[config.mk]
export PLATFORM = sky130hd
export DESIGN_NAME = irq_sequencer
export DESIGN_NICKNAME = d
export VERILOG_FILES = /design/src/rtl/irq_pkg.sv /design/src/rtl/irq_prio.sv /design/src/rtl/irq_regs.sv /design/src/rtl/irq_ctrl.sv /design/src/rtl/irq_sequencer.sv
export SDC_FILE = /design/constraint.sdc
export NUM_CORES = 1
export LEC_CHECK = 0
export BUFFER_PORTS_ARGS = -buffer_cell sky130_fd_sc_hd__buf_4
export CORE_MARGIN = 2
export CORE_UTILIZATION = 46
export DETAILED_ROUTE_END_ITERATION = 7
export GPL_ROUTABILITY_DRIVEN = 1
export GPL_TIMING_DRIVEN = 0
export PLACE_DENSITY_LB_ADDON = 0.2
export SYNTH_ARGS = -nofsm -noshare
export SYNTH_HDL_FRONTEND = slang
export SYNTH_SLANG_ARGS = --single-unit
[constraint.sdc]
create_clock -name clk -period 2.5 [get_ports clk]
set_input_delay 0.375 -clock clk [delete_from_list [all_inputs] [get_ports clk]]
set_output_delay 0.375 -clock clk [all_outputs]
set_load 0.01 [all_outputs]
[src/rtl/irq_pkg.sv]
package irq_pkg;

    // Halt-entry classification recorded by the sequencer.
    typedef enum logic [1:0] {
        HK_NONE = 2'd0,   // master enable clear, nothing pending
        HK_IME  = 2'd1,   // master enable set
        HK_BUG  = 2'd2    // master enable clear, request already pending
    } halt_kind_e;

    // Restart address for source number idx.
    function automatic logic [7:0] vec_of(input logic [7:0] base,
                                          input logic [7:0] stride,
                                          input int unsigned idx);
        logic [7:0] step;
        step = 8'(idx) * stride;
        return base + step;
    endfunction

endpackage

[src/rtl/irq_prio.sv]
module irq_prio #(
    parameter int unsigned N  = 5,
    localparam int unsigned IW = (N > 1) ? $clog2(N) : 1
) (
    input  logic [N-1:0]  pend,
    output logic          any,
    output logic [N-1:0]  onehot,
    output logic [IW-1:0] idx
);

    // Lowest index wins: walk upward and stop at the first set bit.
    always_comb begin
        logic seen;
        seen   = 1'b0;
        onehot = '0;
        idx    = '0;
        for (int i = 0; i < N; i++) begin
            if (pend[i] && !seen) begin
                onehot[i] = 1'b1;
                idx       = IW'(i);
                seen      = 1'b1;
            end
        end
        any = seen;
    end

endmodule

[src/rtl/irq_regs.sv]
module irq_regs #(
    parameter int unsigned    N       = 5,
    parameter int unsigned    AW      = 16,
    parameter int unsigned    DW      = 8,
    parameter logic [AW-1:0]  REQ_ADR = 'hFF0F,
    parameter logic [AW-1:0]  ENA_ADR = 'hFFFF
) (
    input  logic          clk,
    input  logic          rst_n,
    input  logic [AW-1:0] bus_addr,
    input  logic          bus_wr,
    input  logic [DW-1:0] bus_wdata,
    output logic [DW-1:0] bus_rdata,
    input  logic [N-1:0]  src_pulse,
    input  logic [N-1:0]  take_clr,
    output logic [N-1:0]  req_q,
    output logic [N-1:0]  en_q
);

    localparam int unsigned PADW = DW - N;

    typedef struct packed {
        logic [N-1:0] req;
        logic [N-1:0] en;
    } regs_t;

    regs_t        s_d, s_q;
    logic         wr_req, wr_ena;
    logic [N-1:0] req_nx;
    logic         unused_hi;

    assign wr_req    = bus_wr && (bus_addr == REQ_ADR);
    assign wr_ena    = bus_wr && (bus_addr == ENA_ADR);
    assign unused_hi = ^bus_wdata[DW-1:N];

    // Per-bit next request: written or held value, dispatch clear, then pulse set.
    for (genvar b = 0; b < N; b++) begin : g_bit
        assign req_nx[b] = src_pulse[b]
                         | (~take_clr[b] & (wr_req ? bus_wdata[b] : s_q.req[b]));

        p_pulse_sets_r3: assert property (@(posedge clk) disable iff (!rst_n)
            src_pulse[b] |=> req_q[b]);
        p_dispatch_clears_bit_r6: assert property (@(posedge clk) disable iff (!rst_n)
            (take_clr[b] && !src_pulse[b]) |=> !req_q[b]);
    end

    always_comb begin
        s_d     = s_q;
        s_d.req = req_nx;
        if (wr_ena) s_d.en = bus_wdata[N-1:0];
    end

    always_ff @(posedge clk) begin
        if (!rst_n) s_q <= '0;
        else        s_q <= s_d;
    end

    always_comb begin
        if (bus_addr == REQ_ADR)      bus_rdata = {{PADW{1'b1}}, s_q.req};
        else if (bus_addr == ENA_ADR) bus_rdata = {{PADW{1'b1}}, s_q.en};
        else                          bus_rdata = '0;
    end

    assign req_q = s_q.req;
    assign en_q  = s_q.en;

    p_en_hold_r2: assert property (@(posedge clk) disable iff (!rst_n)
        !wr_ena |=> $stable(en_q));

endmodule

[src/rtl/irq_ctrl.sv]
module irq_ctrl
    import irq_pkg::*;
#(
    parameter int unsigned N          = 5,
    parameter int unsigned HALT_CYC   = 4,
    parameter logic [7:0]  VEC_BASE   = 8'h40,
    parameter logic [7:0]  VEC_STRIDE = 8'h08,
    localparam int unsigned IW = (N > 1) ? $clog2(N) : 1,
    localparam int unsigned CW = (HALT_CYC > 1) ? $clog2(HALT_CYC) : 1
) (
    input  logic          clk,
    input  logic          rst_n,
    input  logic          boundary,
    input  logic          halt_req,
    input  logic          ime_set,
    input  logic          ime_clr,
    input  logic          pend_any,
    input  logic [IW-1:0] pend_idx,
    output logic          take,
    output logic          ime_q,
    output logic          halted_q,
    output logic [1:0]    halt_kind_q,
    output logic          halt_bug_q,
    output logic          halt_step_q,
    output logic          dispatch_q,
    output logic [7:0]    vector_q
);

    typedef struct packed {
        logic         ime;
        logic         halted;
        halt_kind_e   kind;
        logic         bug;
        logic         step;
        logic         disp;
        logic [7:0]   vec;
        logic [CW-1:0] cnt;
    } ctrl_t;

    ctrl_t s_d, s_q;
    logic  last, eval, entry;

    always_comb begin
        s_d      = s_q;
        s_d.bug  = 1'b0;
        s_d.step = 1'b0;

        last  = (s_q.cnt == CW'(HALT_CYC - 1));
        eval  = s_q.halted ? last : boundary;
        take  = eval && s_q.ime && pend_any;
        entry = halt_req && !s_q.halted && !take;

        s_d.disp = take;
        if (take) s_d.vec = vec_of(VEC_BASE, VEC_STRIDE, int'(pend_idx));

        if (s_q.halted) begin
            s_d.cnt = last ? '0 : s_q.cnt + 1'b1;
            if (last) begin
                if (pend_any) s_d.halted = 1'b0;
                else          s_d.step   = 1'b1;
            end
        end else begin
            s_d.cnt = '0;
            if (entry) begin
                if (s_q.ime) begin
                    s_d.kind   = HK_IME;
                    s_d.halted = 1'b1;
                end else if (pend_any) begin
                    s_d.kind = HK_BUG;
                    s_d.bug  = 1'b1;
                end else begin
                    s_d.kind   = HK_NONE;
                    s_d.halted = 1'b1;
                end
            end
        end

        if (take)         s_d.ime = 1'b0;
        else if (ime_clr) s_d.ime = 1'b0;
        else if (ime_set) s_d.ime = 1'b1;
    end

    always_ff @(posedge clk) begin
        if (!rst_n) begin
            s_q      <= '0;
            s_q.kind <= HK_NONE;
        end else begin
            s_q <= s_d;
        end
    end

    assign ime_q       = s_q.ime;
    assign halted_q    = s_q.halted;
    assign halt_kind_q = s_q.kind;
    assign halt_bug_q  = s_q.bug;
    assign halt_step_q = s_q.step;
    assign dispatch_q  = s_q.disp;
    assign vector_q    = s_q.vec;

    p_disp_needs_ime_r4: assert property (@(posedge clk) disable iff (!rst_n)
        dispatch_q |-> $past(ime_q));
    p_disp_clears_ime_r6: assert property (@(posedge clk) disable iff (!rst_n)
        dispatch_q |-> !ime_q);
    p_vector_legal_r5: assert property (@(posedge clk) disable iff (!rst_n)
        dispatch_q |-> (int'(vector_q) >= int'(VEC_BASE)
                        && int'(vector_q) < int'(VEC_BASE) + int'(N) * int'(VEC_STRIDE)
                        && ((int'(vector_q) - int'(VEC_BASE)) % int'(VEC_STRIDE)) == 0));
    p_bug_running_r7: assert property (@(posedge clk) disable iff (!rst_n)
        halt_bug_q |-> !halted_q);
    p_wake_pending_r9: assert property (@(posedge clk) disable iff (!rst_n)
        $fell(halted_q) |-> $past(pend_any));
    p_step_halted_r8: assert property (@(posedge clk) disable iff (!rst_n)
        halt_step_q |-> halted_q);
    p_clr_wins_r11: assert property (@(posedge clk) disable iff (!rst_n)
        ime_clr |=> !ime_q);

endmodule

[src/rtl/irq_sequencer.sv]
module irq_sequencer #(
    parameter int unsigned   N_SRC      = 5,
    parameter int unsigned   AW         = 16,
    parameter int unsigned   DW         = 8,
    parameter logic [AW-1:0] REQ_ADR    = 'hFF0F,
    parameter logic [AW-1:0] ENA_ADR    = 'hFFFF,
    parameter int unsigned   HALT_CYC   = 4,
    parameter logic [7:0]    VEC_BASE   = 8'h40,
    parameter logic [7:0]    VEC_STRIDE = 8'h08
) (
    input  logic             clk,
    input  logic             rst_n,
    input  logic [AW-1:0]    bus_addr,
    input  logic             bus_wr,
    input  logic [DW-1:0]    bus_wdata,
    output logic [DW-1:0]    bus_rdata,
    input  logic [N_SRC-1:0] src_pulse,
    input  logic             ime_set,
    input  logic             ime_clr,
    input  logic             boundary,
    input  logic             halt_req,
    output logic             dispatch,
    output logic [7:0]       vector,
    output logic             ime,
    output logic             halted,
    output logic [1:0]       halt_kind,
    output logic             halt_bug,
    output logic             halt_step
);

    localparam int unsigned IW = (N_SRC > 1) ? $clog2(N_SRC) : 1;

    logic [N_SRC-1:0] req_q, en_q, pend, onehot, take_clr;
    logic             pend_any, take;
    logic [IW-1:0]    pend_idx;

    assign pend     = req_q & en_q;
    assign take_clr = take ? onehot : '0;

    irq_regs #(
        .N(N_SRC), .AW(AW), .DW(DW), .REQ_ADR(REQ_ADR), .ENA_ADR(ENA_ADR)
    ) u_regs (
        .clk(clk), .rst_n(rst_n),
        .bus_addr(bus_addr), .bus_wr(bus_wr), .bus_wdata(bus_wdata),
        .bus_rdata(bus_rdata),
        .src_pulse(src_pulse), .take_clr(take_clr),
        .req_q(req_q), .en_q(en_q)
    );

    irq_prio #(.N(N_SRC)) u_prio (
        .pend(pend), .any(pend_any), .onehot(onehot), .idx(pend_idx)
    );

    irq_ctrl #(
        .N(N_SRC), .HALT_CYC(HALT_CYC), .VEC_BASE(VEC_BASE), .VEC_STRIDE(VEC_STRIDE)
    ) u_ctrl (
        .clk(clk), .rst_n(rst_n),
        .boundary(boundary), .halt_req(halt_req),
        .ime_set(ime_set), .ime_clr(ime_clr),
        .pend_any(pend_any), .pend_idx(pend_idx),
        .take(take),
        .ime_q(ime), .halted_q(halted), .halt_kind_q(halt_kind),
        .halt_bug_q(halt_bug), .halt_step_q(halt_step),
        .dispatch_q(dispatch), .vector_q(vector)
    );

endmodule

[Yosys cells after proc, flatten, opt, wreduce, memory -nomap -nowiden]
Cells that the tools add are included.
Operators by class
  add/sub/neg operators: 2
  eq/ne operators: 3
  multiplexer cells: 30
  bitwise logic cells: 19
  reductions and logical operators: 21
Operators by type and width (number)
  16-bit equality test (second input constant): 2
  1-bit two-way mux: 21
  8-bit two-way mux: 2
  1-bit logical AND: 10
  7-bit by 6-bit adder with 8-bit output (first input constant): 1
  1-bit NOT: 8
  1-bit zero test: 6
  2-bit two-way mux: 3
  3-bit two-way mux: 2
  3-bit OR reduction: 2
  1-bit AND: 5
  5-bit AND: 1
  5-bit two-way mux: 1
  1-bit OR: 5
  4-bit two-way mux: 1
  4-bit OR reduction: 1
  3-bit AND reduction: 1
  2-bit by 1-bit adder with 2-bit output (second input constant): 1
  2-bit equality test (second input constant): 1
  2-bit AND reduction: 1
Word-level totals
  register bits after elaboration: 27
  input port bits: 36
  word-level logic and storage cells: 85

[Logic depth before layout (Yosys ltp)]
  depth after elaboration: 19
  gate-level depth with buffers: 5
  depth with buffers taken out: 5

[Hierarchy]
Synthesis repeated with hierarchy kept, for this count alone.
Second synthesis, totals
  cells, all modules: 164
  area, all modules: 1387.6 um^2
By module, submodules not included
  irq_regs: instances 1, cells an instance 81, area each 654.4 um^2
  irq_ctrl: instances 1, cells an instance 60, area each 586.8 um^2
  irq_prio: instances 1, cells an instance 13, area each 83.8 um^2
  irq_sequencer: instances 1, cells an instance 10, area each 62.6 um^2

[Least setup slack after synthesis]
OpenSTA, ideal clock, no wires.
  path kind: input-to-output
  from: in bus_addr[5]
  to: out bus_rdata[6]
  arrival time: 1779 ps
  slack: 346 ps
  stages on the path: 4
  path buffers: 1
  path through: or4_4 nor4_1 or2_2 buf_4
Between the ends
  word-level cells in the longest chain between the ends: 3
  elaborated cells on any way between the ends: 4
RTL lines
  from (decl): line irq_sequencer.sv:13  | input logic [AW-1:0] bus_addr,
  16-bit equality test: line irq_regs.sv:60  | else if (bus_addr == ENA_ADR) bus_rdata = {{PADW{1'b1}}, s_q.en};
  8-bit two-way mux: line irq_regs.sv:60
  8-bit two-way mux *: line irq_regs.sv:59  | if (bus_addr == REQ_ADR) bus_rdata = {{PADW{1'b1}}, s_q.req};
  to (decl): line irq_sequencer.sv:16  | output logic [DW-1:0] bus_rdata,
Every way passes the cells marked *; elsewhere a longest branch is shown, timed or not.

[Worst setup path after layout]
Ends and elaborated chain as after synthesis.

==> results.py <==
metrics = {
    "run_status": {
        "status": "complete, no violations",
    },
    "sta": {
        "maxSlewViolCount": 0,
        "min_period_over_period": 0.916,
        "fin_skew_ns": 0.00707,
        "rsz0062_at_grt": "false",
        "slew_headroom": 0.528,
        "worst_slew_pin_slew_ns": 0.701,
        "fmax_ghz": 0.437,
        "setup_violations": 0,
        "setup_tns_ns": 0,
        "fin_crit_ns": 2.29,
        "hold_viol": 0,
    },
    "power": {
        "swShare": 0.249,
        "p_int_mw": 0.498,
        "switchingPower_mw": 0.165,
        "peakVddDrop_uv": 442,
        "p_leak_nw": 0.818,
        "p_seq_frac": 0.587,
        "comb_power_share": 0.152,
        "cellPowerDensity_nw_per_um2": 385,
        "clockPowerShare": 0.261,
    },
    "yosys": {
        "synth.mux.area_fraction": 0.0646,
        "ys_seq_area_frac": 0.366,
        "synthSimpleGateAreaFrac": 0.278,
        "synthArstFlopShare": 0,
        "synth-compound-area-share": 0.183,
        "syn_area_per_cell_um2": 8.50,
        "synth-seq-cells": 23,
        "synth_enable_flop_cells": 0,
        "netlist_area_um2": 1260,
        "synth_top_family_by_area": "simple AND/OR/NAND/NOR gates",
        "synth_ff_type": "dfxtp_1",
        "synth_top_area_frac": 0.366,
        "synthCells": 148,
        "yosysWarningCount": 0,
        "synthTopCellsByArea": "dfxtp_1 (37%), nand2_1 (7.8%), buf_4 (7.2%), mux2i_1 (5.6%), a22o_1 (3.5%)",
        "synth_xor_area_frac": 0,
        "synth.most_common_cell": "nand2_1",
        "synth_fa_ha_area_frac": 0.00994,
        "synth_area_leader_cell": "dfxtp_1",
        "synth_cell_types": 41,
        "synth_common_cells": "nand2_1 (26), dfxtp_1 (23), buf_4 (12), mux2i_1 (7), and2_1 (6)",
    },
    "routing": {
        "viasPerCell": 5.37,
        "wire_per_inst_um": 12.9,
        "drtIter0Drc": 39,
        "drc_errors": 0,
        "num_vias": 1261,
        "routed_wl_um": 3040,
        "drt_pass1_iterations": 5,
        "ant_nets": 0,
    },
    "final_layout": {
        "area_growth_pct": 36.8,
        "multi_input_area_um2": 702,
        "layout-drive-gt1-share": 0.351,
        "fin_util": 0.677,
        "nets": 243,
        "register_area_um2": 460,
        "instances_no_fill": 235,
        "fillers": 220,
        "antenna_cells": 0,
    },
    "worst_setup_path": {
        "worst_path_max_delay_cell": "or4_4",
        "end_kind": "output pin",
        "cp-start-kind": "primary input",
        "slowest_delay_ns": 0.54,
        "cp_max_fo": 6,
        "crit_chain": "buf_4 -> or4_4 -> nor4_2 -> or2_2 -> buf_4 -> buf_4",
        "cp_common_cell": "buf_4",
        "crit_type": "in2out",
        "required_ns": 2.12,
        "worstPathArrival_ns": 1.92,
    },
    "floorplan": {
        "initial_core_util": 0.495,
        "die_h_um": 56.3,
        "die_w_um": 56.3,
        "row_count": 18,
        "io_pins": 59,
        "core_region_area_um2": 2540,
        "die_area_um2": 3170,
    },
    "global_routing": {
        "grt_pass1_vias": 1192,
        "grt_max_degree": 13,
        "grt_pass1_wl_um": 5190,
        "grt.overflow.total": 0,
        "antenna_found_initial": 0,
        "track_usage": 0.203,
    },
    "place": {
        "dp.final_hpwl_um": 2490,
        "dpl.cell_count": 231,
        "gp_congestion": 0.847,
        "io_buffers": 50,
    },
    "cts": {
        "clock_latency_ns": 0.31,
        "cts_tree": "yes",
        "numCtsBuffers": 3,
        "clk_pin_slew_worst_paths_ns": 0.12,
        "cts_max_path_buffers": 2,
        "h-tree-depth": 1,
        "cts_setup_buffers": 0,
        "cts-root-buf": "clkbuf_4",
        "clock-sinks": 23,
    },
    "flow_run": {
        "max-cap-violations": 0,
    },
    "min_path": {
        "hp-class": "in2reg",
    },
}
[placed cells by master, fill, tap and decap left out, types with 3 or more instances in the layout]
cell      count
dfxtp_1      23
a22o_1        5
nand2b_1      3
nor2_1        5
o211ai_1      3
and2_1        6
nand2_1      26
inv_1         3
nand3_1       5
nand4_1       5
mux2i_1       7
clkbuf_1      6
conb_1        4
nor4_1        3
buf_4        62
clkbuf_4      3
[logic make-up after synthesis]
logic type | count (synthesis)
buf+inv | 20
simple gates | 67
compound gates | 28
mux | 8
flops | 23
fa+ha+maj | 1
other cells | 1
[registers in the layout, indices dropped and copies added (netlist names)]
| signal | flops |
|---|---|
| u_ctrl.ime_q | 1 |
| u_ctrl.halted_q | 1 |
| u_ctrl.dispatch_q | 1 |
| u_regs.req_q | 5 |
| u_ctrl.s_q | 2 |
| u_regs.en_q | 5 |
| u_ctrl.halt_kind_q | 2 |
| u_ctrl.vector_q | 4 |
| u_ctrl.halt_bug_q | 1 |
| u_ctrl.halt_step_q | 1 |
[metal layers]
| layer | up-vias | track usage | wire, um |
|---|---|---|---|
| li1 | 646 | - | - |
| met1 | 573 | 0.248 | 1310 |
| met2 | 37 | 0.365 | 1500 |
| met3 | 5 | 0.0438 | 200 |
| met4 | 0 | 0.0408 | 21 |
| met5 | - | 0 | 0 |
[worst max-delay path: cells and delay by family]
kind	cells	cell delay, ns
and+or+nand+nor	3	1.22
buffers and inverters	3	0.31
[power groups by stage]
stage / logic, mW / registers, mW / clock network (mW)
floorplan: 0.0470 / 0.395 / 0
global placement: 0.0975 / 0.397 / 0
detailed placement: 0.0995 / 0.397 / 0
CTS: 0.100 / 0.389 / 0.176
global route: 0.111 / 0.391 / 0.189
finish: 0.101 / 0.389 / 0.173
[layout make-up]
type | count | area share
Timing Repair Buffer | 50 | 0.218
Multi-Input combinational cell | 108 | 0.408
Inverter | 3 | 0.00654
Buffer | 17 | 0.0632
Clock buffer | 4 | 0.0153
Tap cell | 30 | 0.0218
Sequential cell | 23 | 0.267
[what timing repair did]
item                                    CTS  global route
hold endpoints to repair                  0             0
hold buffers                              0             0
endpoints found under the setup margin    4             2
resized for setup                         1             1
gates cloned                              0             0
[metrics by stage]
step / setup slack [ns] / hold slack [ns] / power, mW / cell area [um^2]
final: 0.210 / 0.210 / 0.662 / 1720
after global routing: 0.0856 / 0.212 / 0.691 / 1720
after CTS: 0.143 / 0.206 / 0.664 / 1720
after detailed placement: -0.0838 / 0.430 / 0.497 / 1680
after global placement: -0.0731 / 0.413 / 0.494 / 1680
after floorplan: 0.346 / 0.403 / 0.442 / 1270
[worst paths after layout]
| path | start | end | slack [ns] | cells past startpoint |
|---|---|---|---|---|
| max | bus_addr[5] | bus_rdata[6] | 0.21 | 6 |
| min | ime_clr | u_ctrl.ime_q | 0.21 | 2 |
| max reg2reg | u_ctrl.halted_q | u_regs.req_q[2] | 0.75 | 5 |
| min reg2reg | u_ctrl.s_q[0] | u_ctrl.s_q[0] | 0.44 | 1 |
Power figures use the tool's default switching activity.
